<file path="config.mk">
export PLATFORM = sky130hd
export DESIGN_NAME = secgrp_intc
export DESIGN_NICKNAME = d
export VERILOG_FILES = /design/src/rtl/secgrp_pkg.sv /design/src/rtl/secgrp_cfg.sv /design/src/rtl/secgrp_state.sv /design/src/rtl/secgrp_route.sv /design/src/rtl/secgrp_intc.sv
export SDC_FILE = /design/constraint.sdc
export NUM_CORES = 1
export LEC_CHECK = 0
export BUFFER_PORTS_ARGS = -buffer_cell sky130_fd_sc_hd__buf_2
export CAP_MARGIN = 5
export CORE_MARGIN = 3
export CORE_UTILIZATION = 56
export DETAILED_ROUTE_END_ITERATION = 10
export PLACE_DENSITY = 0.79
export SLEW_MARGIN = 20
export SYNTH_ARGS = -nofsm -noshare
export SYNTH_HDL_FRONTEND = slang
export SYNTH_SLANG_ARGS = --single-unit
export TNS_END_PERCENT = 10
</file>
<file path="constraint.sdc">
create_clock -name clk -period 2.12 [get_ports clk]
set_clock_uncertainty 0.15 [all_clocks]
set_input_delay 0.318 -clock clk [delete_from_list [all_inputs] [get_ports clk]]
set_output_delay 0.318 -clock clk [all_outputs]
set_load 0.1 [all_outputs]
</file>
<file path="src/rtl/secgrp_pkg.sv">
package secgrp_pkg;

  typedef enum logic [1:0] {
    GRP_SEC0   = 2'd0,
    GRP_SEC1   = 2'd1,
    GRP_NSEC1  = 2'd2
  } grp_e;

  localparam int ADDR_W = 3;

  localparam logic [ADDR_W-1:0] OFS_GROUP  = 3'd0;
  localparam logic [ADDR_W-1:0] OFS_MODIF  = 3'd1;
  localparam logic [ADDR_W-1:0] OFS_EN_SET = 3'd2;
  localparam logic [ADDR_W-1:0] OFS_EN_CLR = 3'd3;
  localparam logic [ADDR_W-1:0] OFS_PD_SET = 3'd4;
  localparam logic [ADDR_W-1:0] OFS_PD_CLR = 3'd5;

  // Group bit set means Non-secure whatever the modifier holds.
  function automatic grp_e grp_decode(input logic grp_bit, input logic mod_bit);
    if (grp_bit)      return GRP_NSEC1;
    else if (mod_bit) return GRP_SEC1;
    else              return GRP_SEC0;
  endfunction

  // 1 = the source uses the fast line in this processor state.
  function automatic logic uses_fast_line(input grp_e grp, input logic cpu_nonsec);
    case (grp)
      GRP_SEC0:  return 1'b1;
      GRP_SEC1:  return cpu_nonsec;
      GRP_NSEC1: return ~cpu_nonsec;
      default:   return 1'b1;
    endcase
  endfunction

endpackage

</file>
<file path="src/rtl/secgrp_cfg.sv">
module secgrp_cfg
  import secgrp_pkg::*;
#(
  parameter int NUM_SRC = 8
) (
  input  logic               clk,
  input  logic               rst_n,
  input  logic               bus_we,
  input  logic               bus_ns,
  input  logic [ADDR_W-1:0]  bus_addr,
  input  logic [NUM_SRC-1:0] bus_wdata,
  output logic [NUM_SRC-1:0] grp_q,
  output logic [NUM_SRC-1:0] mod_q
);

  logic hit_group;
  logic hit_modif;
  logic cfg_wr_ok;
  logic cfg_wr_dropped;

  assign hit_group      = bus_we && (bus_addr == OFS_GROUP);
  assign hit_modif      = bus_we && (bus_addr == OFS_MODIF);
  assign cfg_wr_ok      = (hit_group || hit_modif) && !bus_ns;
  assign cfg_wr_dropped = (hit_group || hit_modif) && bus_ns;

  always_ff @(posedge clk or negedge rst_n) begin
    if (!rst_n) begin
      grp_q <= '0;
      mod_q <= '0;
    end else if (cfg_wr_ok) begin
      if (hit_group) grp_q <= bus_wdata;
      if (hit_modif) mod_q <= bus_wdata;
    end
  end

  AST_NS_CFG_FROZEN: assert property (@(posedge clk) disable iff (!rst_n)
    cfg_wr_dropped |=> ($stable(grp_q) && $stable(mod_q)));

  AST_SEC_CFG_TAKES: assert property (@(posedge clk) disable iff (!rst_n)
    (cfg_wr_ok && hit_group) |=> (grp_q == $past(bus_wdata)));

endmodule

</file>
<file path="src/rtl/secgrp_state.sv">
module secgrp_state
  import secgrp_pkg::*;
#(
  parameter int NUM_SRC = 8
) (
  input  logic               clk,
  input  logic               rst_n,
  input  logic               bus_we,
  input  logic               bus_ns,
  input  logic [ADDR_W-1:0]  bus_addr,
  input  logic [NUM_SRC-1:0] bus_wdata,
  input  logic [NUM_SRC-1:0] nsec_src,
  input  logic [NUM_SRC-1:0] src_irq,
  output logic [NUM_SRC-1:0] en_q,
  output logic [NUM_SRC-1:0] pend_q,
  output logic [NUM_SRC-1:0] active
);

  logic [NUM_SRC-1:0] wr_mask;
  logic [NUM_SRC-1:0] eff_data;
  logic [NUM_SRC-1:0] en_set, en_clr, pd_set, pd_clr;
  logic [NUM_SRC-1:0] en_nxt, pend_nxt;

  // A Non-secure access reaches only the bits of Non-secure sources.
  assign wr_mask  = bus_ns ? nsec_src : {NUM_SRC{1'b1}};
  assign eff_data = bus_wdata & wr_mask;

  assign en_set = (bus_we && bus_addr == OFS_EN_SET) ? eff_data : '0;
  assign en_clr = (bus_we && bus_addr == OFS_EN_CLR) ? eff_data : '0;
  assign pd_set = (bus_we && bus_addr == OFS_PD_SET) ? eff_data : '0;
  assign pd_clr = (bus_we && bus_addr == OFS_PD_CLR) ? eff_data : '0;

  // Hardware request is applied last, so it wins over a software clear.
  assign en_nxt   = (en_q | en_set) & ~en_clr;
  assign pend_nxt = ((pend_q | pd_set) & ~pd_clr) | src_irq;

  always_ff @(posedge clk or negedge rst_n) begin
    if (!rst_n) begin
      en_q   <= '0;
      pend_q <= '0;
    end else begin
      en_q   <= en_nxt;
      pend_q <= pend_nxt;
    end
  end

  assign active = en_q & pend_q;

  AST_HW_SET_WINS: assert property (@(posedge clk) disable iff (!rst_n)
    (|src_irq) |=> ((pend_q & $past(src_irq)) == $past(src_irq)));

  AST_NS_KEEPS_SEC_PEND: assert property (@(posedge clk) disable iff (!rst_n)
    (bus_we && bus_ns && bus_addr == OFS_PD_CLR)
      |=> (($past(pend_q) & ~$past(nsec_src) & ~pend_q) == '0));

  AST_NS_KEEPS_SEC_EN: assert property (@(posedge clk) disable iff (!rst_n)
    (bus_we && bus_ns && bus_addr == OFS_EN_SET)
      |=> ((en_q & ~$past(en_q) & ~$past(nsec_src)) == '0));

  AST_SEC_ENABLE_SET: assert property (@(posedge clk) disable iff (!rst_n)
    (bus_we && !bus_ns && bus_addr == OFS_EN_SET)
      |=> ((en_q & $past(bus_wdata)) == $past(bus_wdata)));

endmodule

</file>
<file path="src/rtl/secgrp_route.sv">
module secgrp_route
  import secgrp_pkg::*;
#(
  parameter int NUM_SRC = 8
) (
  input  logic [NUM_SRC-1:0] grp_q,
  input  logic [NUM_SRC-1:0] mod_q,
  input  logic [NUM_SRC-1:0] active,
  input  logic               cpu_ns,
  output logic [NUM_SRC-1:0] to_fast,
  output logic [NUM_SRC-1:0] to_norm,
  output logic               irq_o,
  output logic               fiq_o
);

  for (genvar i = 0; i < NUM_SRC; i++) begin : g_src
    grp_e grp_i;
    logic fast_i;
    assign grp_i      = grp_decode(grp_q[i], mod_q[i]);
    assign fast_i     = uses_fast_line(grp_i, cpu_ns);
    assign to_fast[i] = active[i] &  fast_i;
    assign to_norm[i] = active[i] & ~fast_i;
  end

  assign irq_o = |to_norm;
  assign fiq_o = |to_fast;

endmodule

</file>
<file path="src/rtl/secgrp_intc.sv">
module secgrp_intc
  import secgrp_pkg::*;
#(
  parameter int NUM_SRC = 8
) (
  input  logic               clk,
  input  logic               rst_n,
  input  logic               cpu_ns,
  input  logic [NUM_SRC-1:0] src_irq,
  input  logic               bus_we,
  input  logic               bus_ns,
  input  logic [2:0]         bus_addr,
  input  logic [NUM_SRC-1:0] bus_wdata,
  output logic [NUM_SRC-1:0] bus_rdata,
  output logic               irq_o,
  output logic               fiq_o
);

  logic [NUM_SRC-1:0] grp_q, mod_q;
  logic [NUM_SRC-1:0] en_q, pend_q, active;
  logic [NUM_SRC-1:0] to_fast, to_norm;
  logic [NUM_SRC-1:0] rd_raw;
  logic [NUM_SRC-1:0] grp0_mask;

  secgrp_cfg #(.NUM_SRC(NUM_SRC)) cfg_i (
    .clk(clk), .rst_n(rst_n), .bus_we(bus_we), .bus_ns(bus_ns),
    .bus_addr(bus_addr), .bus_wdata(bus_wdata),
    .grp_q(grp_q), .mod_q(mod_q)
  );

  secgrp_state #(.NUM_SRC(NUM_SRC)) state_i (
    .clk(clk), .rst_n(rst_n), .bus_we(bus_we), .bus_ns(bus_ns),
    .bus_addr(bus_addr), .bus_wdata(bus_wdata), .nsec_src(grp_q),
    .src_irq(src_irq), .en_q(en_q), .pend_q(pend_q), .active(active)
  );

  secgrp_route #(.NUM_SRC(NUM_SRC)) route_i (
    .grp_q(grp_q), .mod_q(mod_q), .active(active), .cpu_ns(cpu_ns),
    .to_fast(to_fast), .to_norm(to_norm), .irq_o(irq_o), .fiq_o(fiq_o)
  );

  always_comb begin
    case (bus_addr)
      OFS_GROUP:               rd_raw = grp_q;
      OFS_MODIF:               rd_raw = mod_q;
      OFS_EN_SET, OFS_EN_CLR:  rd_raw = en_q;
      OFS_PD_SET, OFS_PD_CLR:  rd_raw = pend_q;
      default:                 rd_raw = '0;
    endcase
  end

  assign bus_rdata = bus_ns ? (rd_raw & grp_q) : rd_raw;
  assign grp0_mask = ~grp_q & ~mod_q;

  AST_NS_READ_HIDES_SEC: assert property (@(posedge clk) disable iff (!rst_n)
    bus_ns |-> ((bus_rdata & ~grp_q) == '0));

  AST_G0_ALWAYS_FAST: assert property (@(posedge clk) disable iff (!rst_n)
    (|(active & grp0_mask)) |-> fiq_o);

  AST_QUIET_WHEN_IDLE: assert property (@(posedge clk) disable iff (!rst_n)
    (active == '0) |-> (!irq_o && !fiq_o));

  AST_ONE_LINE_PER_SRC: assert property (@(posedge clk) disable iff (!rst_n)
    (to_fast & to_norm) == '0);

  AST_NS1_NORMAL_IN_NS: assert property (@(posedge clk) disable iff (!rst_n)
    (cpu_ns && |(active & grp_q)) |-> irq_o);

endmodule

</file>
==> impl_metrics.json <==
{
  "outcome": "complete, but fails checks",
  "violations": "negative hold slack, negative setup slack",
  "ir_drop_mv": 0.640,
  "grt_max_degree": 33,
  "numPlacedInstances": 293,
  "slew_viol_final": 0,
  "fin_cells": 310,
  "synth_cell_types": 33,
  "p_total_mw": 2.40,
  "cp_data_arrival_time_ps": 1950,
  "maxSlewHeadroom": 0.507,
  "hold_viol_final": 1,
  "leakage_nw": 1.16,
  "endpoint_kind": "primary output",
  "synth_top_cell_area_share": 0.405,
  "ys_seq_elements": 32,
  "powerDensity_nw_per_um2": 913,
  "final_common_cell": "dfrtp_1",
  "whs_ps": -2.36,
  "utilization": 0.821,
  "synth_nets": 240,
  "required_ps": 1650,
  "vias": 1953,
  "via_per_inst": 6.30,
  "synthesis.area_um2": 1980,
  "crit_path_max_fanout": 2,
  "initial_utilization": 0.617,
  "clock_sinks": 32,
  "reg2reg_slack_ps": 650,
  "drtIter0Drc": 182,
  "gr-usage-all-layers": 0.278,
  "nNetsFinal": 289,
  "synth_top_area_cell": "dfrtp_1",
  "hold-path-endpoint": "state_i.pend_q[3]",
  "syn_inst": 216,
  "gp_congestion": 0.901,
  "port_buffers": 33,
  "postRouteAntennaNets": 0,
  "period_share": 1.14,
  "maxCapViolations": 0,
  "clk_path_buf_depth": 2,
  "fp.dieH_um": 65.4,
  "final_cell_mix": "28 x dfrtp_1, 22 x buf_2, 16 x nand2_1",
  "setup_viol": 4,
  "setup_tns_ps": -574,
  "syn_to_final_growth_pct": 33.1,
  "clk_pin_slew_worst_paths_ps": 100,
  "rr_worst_depth": 5,
  "die_x_um": 65.4,
  "place_hpwl_um": 3690,
  "io_pins": 34,
  "avgSynthCellArea_um2": 9.15,
  "coreArea_um2": 3200,
  "grt_overflow": 0,
  "tightest_slew_ps": 739,
  "final_area_um2": 2630,
  "ys_seq_area_frac": 0.405,
  "r2r_end": "state_i.pend_q[5]",
  "root_buffer": "clkbuf_4",
  "die-area_um2": 4280,
  "fmax_ghz": 0.414,
  "crit_path_start_kind": "flip-flop",
  "wl_per_cell_um": 18.8,
  "path_class": "reg2out",
  "rows": 20,
  "cts-buffers-inserted": 5,
  "hp-class": "in2reg",
  "hp-start": "src_irq[3]",
  "insertion_delay_ps": 350,
  "wl_um": 5820,
  "ys_top_cells_by_area": "dfrtp_1 41%, mux2i_1 7.6%, a21oi_1 5.8%",
  "yosys_warnings": 0,
  "grt_pass1_wl_um": 8990,
  "layout_setup_ws_ps": -296,
  "holdPathStages": 2,
  "drt_drc_violations_left": 0,
  "cts.htree.levels": 2,
  "r2r_start": "cfg_i.grp_q[5]",
  "grt_pass1_vias": 1891,
  "placed_area_um2": 2370,
  "period_minus_slack_ps": 2420,
  "cts_tree": "done",
  "rsz0062_at_grt": "yes",
  "drive_gt1_frac": 0.357,
  "antenna_found_initial": 0,
  "first_pass_iters": 4,
  "num_antenna_cells": 0
}
==> flip-flops by register name (all words and copies together), names as in the netlist <==
signal / flops
state_i.en_q: 8
cfg_i.grp_q: 8
cfg_i.mod_q: 8
state_i.pend_q: 8
==> where the power goes <==
part	internal [mW]	total (mW)	switching (mW)
registers	0.726	0.856	0.130
clock network	0.313	0.533	0.220
logic	0.422	1.01	0.590
==> worst max path at each step <==
stage / startpoint / slack, ps / depth (start not counted) / end
finish: cfg_i.mod_q[5] / -300 / 5 / irq_o
global route: cfg_i.mod_q[5] / -350 / 5 / irq_o
CTS: cfg_i.mod_q[0] / -220 / 5 / irq_o
detailed placement: cpu_ns / -140 / 6 / irq_o
global placement: cpu_ns / -90 / 6 / irq_o
floorplan: bus_addr[0] / -240 / 6 / bus_rdata[6]
==> synthesized netlist by cell type (all sizes together) <==
| cell type | count |
|---|---|
| a31oi | 4 |
| buf | 10 |
| o21ai | 8 |
| inv | 16 |
| a41oi | 1 |
| nor3 | 1 |
| and2 | 1 |
| a211oi | 11 |
| nand2b | 9 |
| nor4 | 1 |
| mux2 | 8 |
| nor3b | 8 |
| o22ai | 4 |
| and3b | 1 |
| or4 | 1 |
| a211o | 8 |
| nor2b | 9 |
| nor2 | 9 |
| nand2 | 17 |
| nand3 | 15 |
| nand4 | 1 |
| a21oi | 24 |
| dfrtp | 32 |
| mux2i | 15 |
| clkbuf | 1 |
| a32oi | 1 |
==> through the flow <==
| step | setup WS, ps | hold WS, ps |
|---|---|---|
| 2_1_floorplan | -237 | -128 |
| 6_report | -296 | -2.36 |
| 5_1_grt | -354 | -6.93 |
| 3_5_place_dp | -137 | 264 |
| 4_1_cts | -217 | 0.943 |
| 3_3_place_gp | -88.9 | 270 |
==> cell type report <==
type / instances / area, µm²
clock buffer: 7 / 65.1
timing repair buffer: 53 / 482
sequential: 32 / 806
tap: 44 / 55.1
multi-input combinational: 157 / 1130
clock inverter: 1 / 30.0
inverter: 16 / 60.1
fill: 205 / 573
==> routing by layer <==
metal	GRT usage	vias to the layer above	share of wire
met5	0	-	0
met4	0.0907	0	0.037
met3	0.0632	25	0.081
met2	0.444	97	0.48
met1	0.375	952	0.40
li1	-	879	-
==> timing repair <==
action,in CTS,in global routing
hold buffers,1,3
pin swaps,3,6
endpoints found under the hold margin,32,3
setup endpoints to repair,4,8
setup buffers,3,2
gates resized for setup,7,16
==> cells by family (layout without fill, tap and decap cells) <==
| family | after synthesis | in the layout | synth area share |
|---|---|---|---|
| AND/OR/NAND/NOR | 73 | 73 | 0.208 |
| buffers and inverters | 27 | 77 | 0.0709 |
| AO/OA/AOI/OAI | 61 | 61 | 0.194 |
| multiplexers | 23 | 23 | 0.122 |
| flip-flops | 32 | 32 | 0.405 |
==> critical path, stage by stage, from the launching register on <==
cell     delay [ps]
dfrtp_1         390
nor3b_1         160
a21oi_1         180
o22ai_1         100
or4_4           570
buf_12          190
No activity file was read; power rests on OpenSTA's default activity.
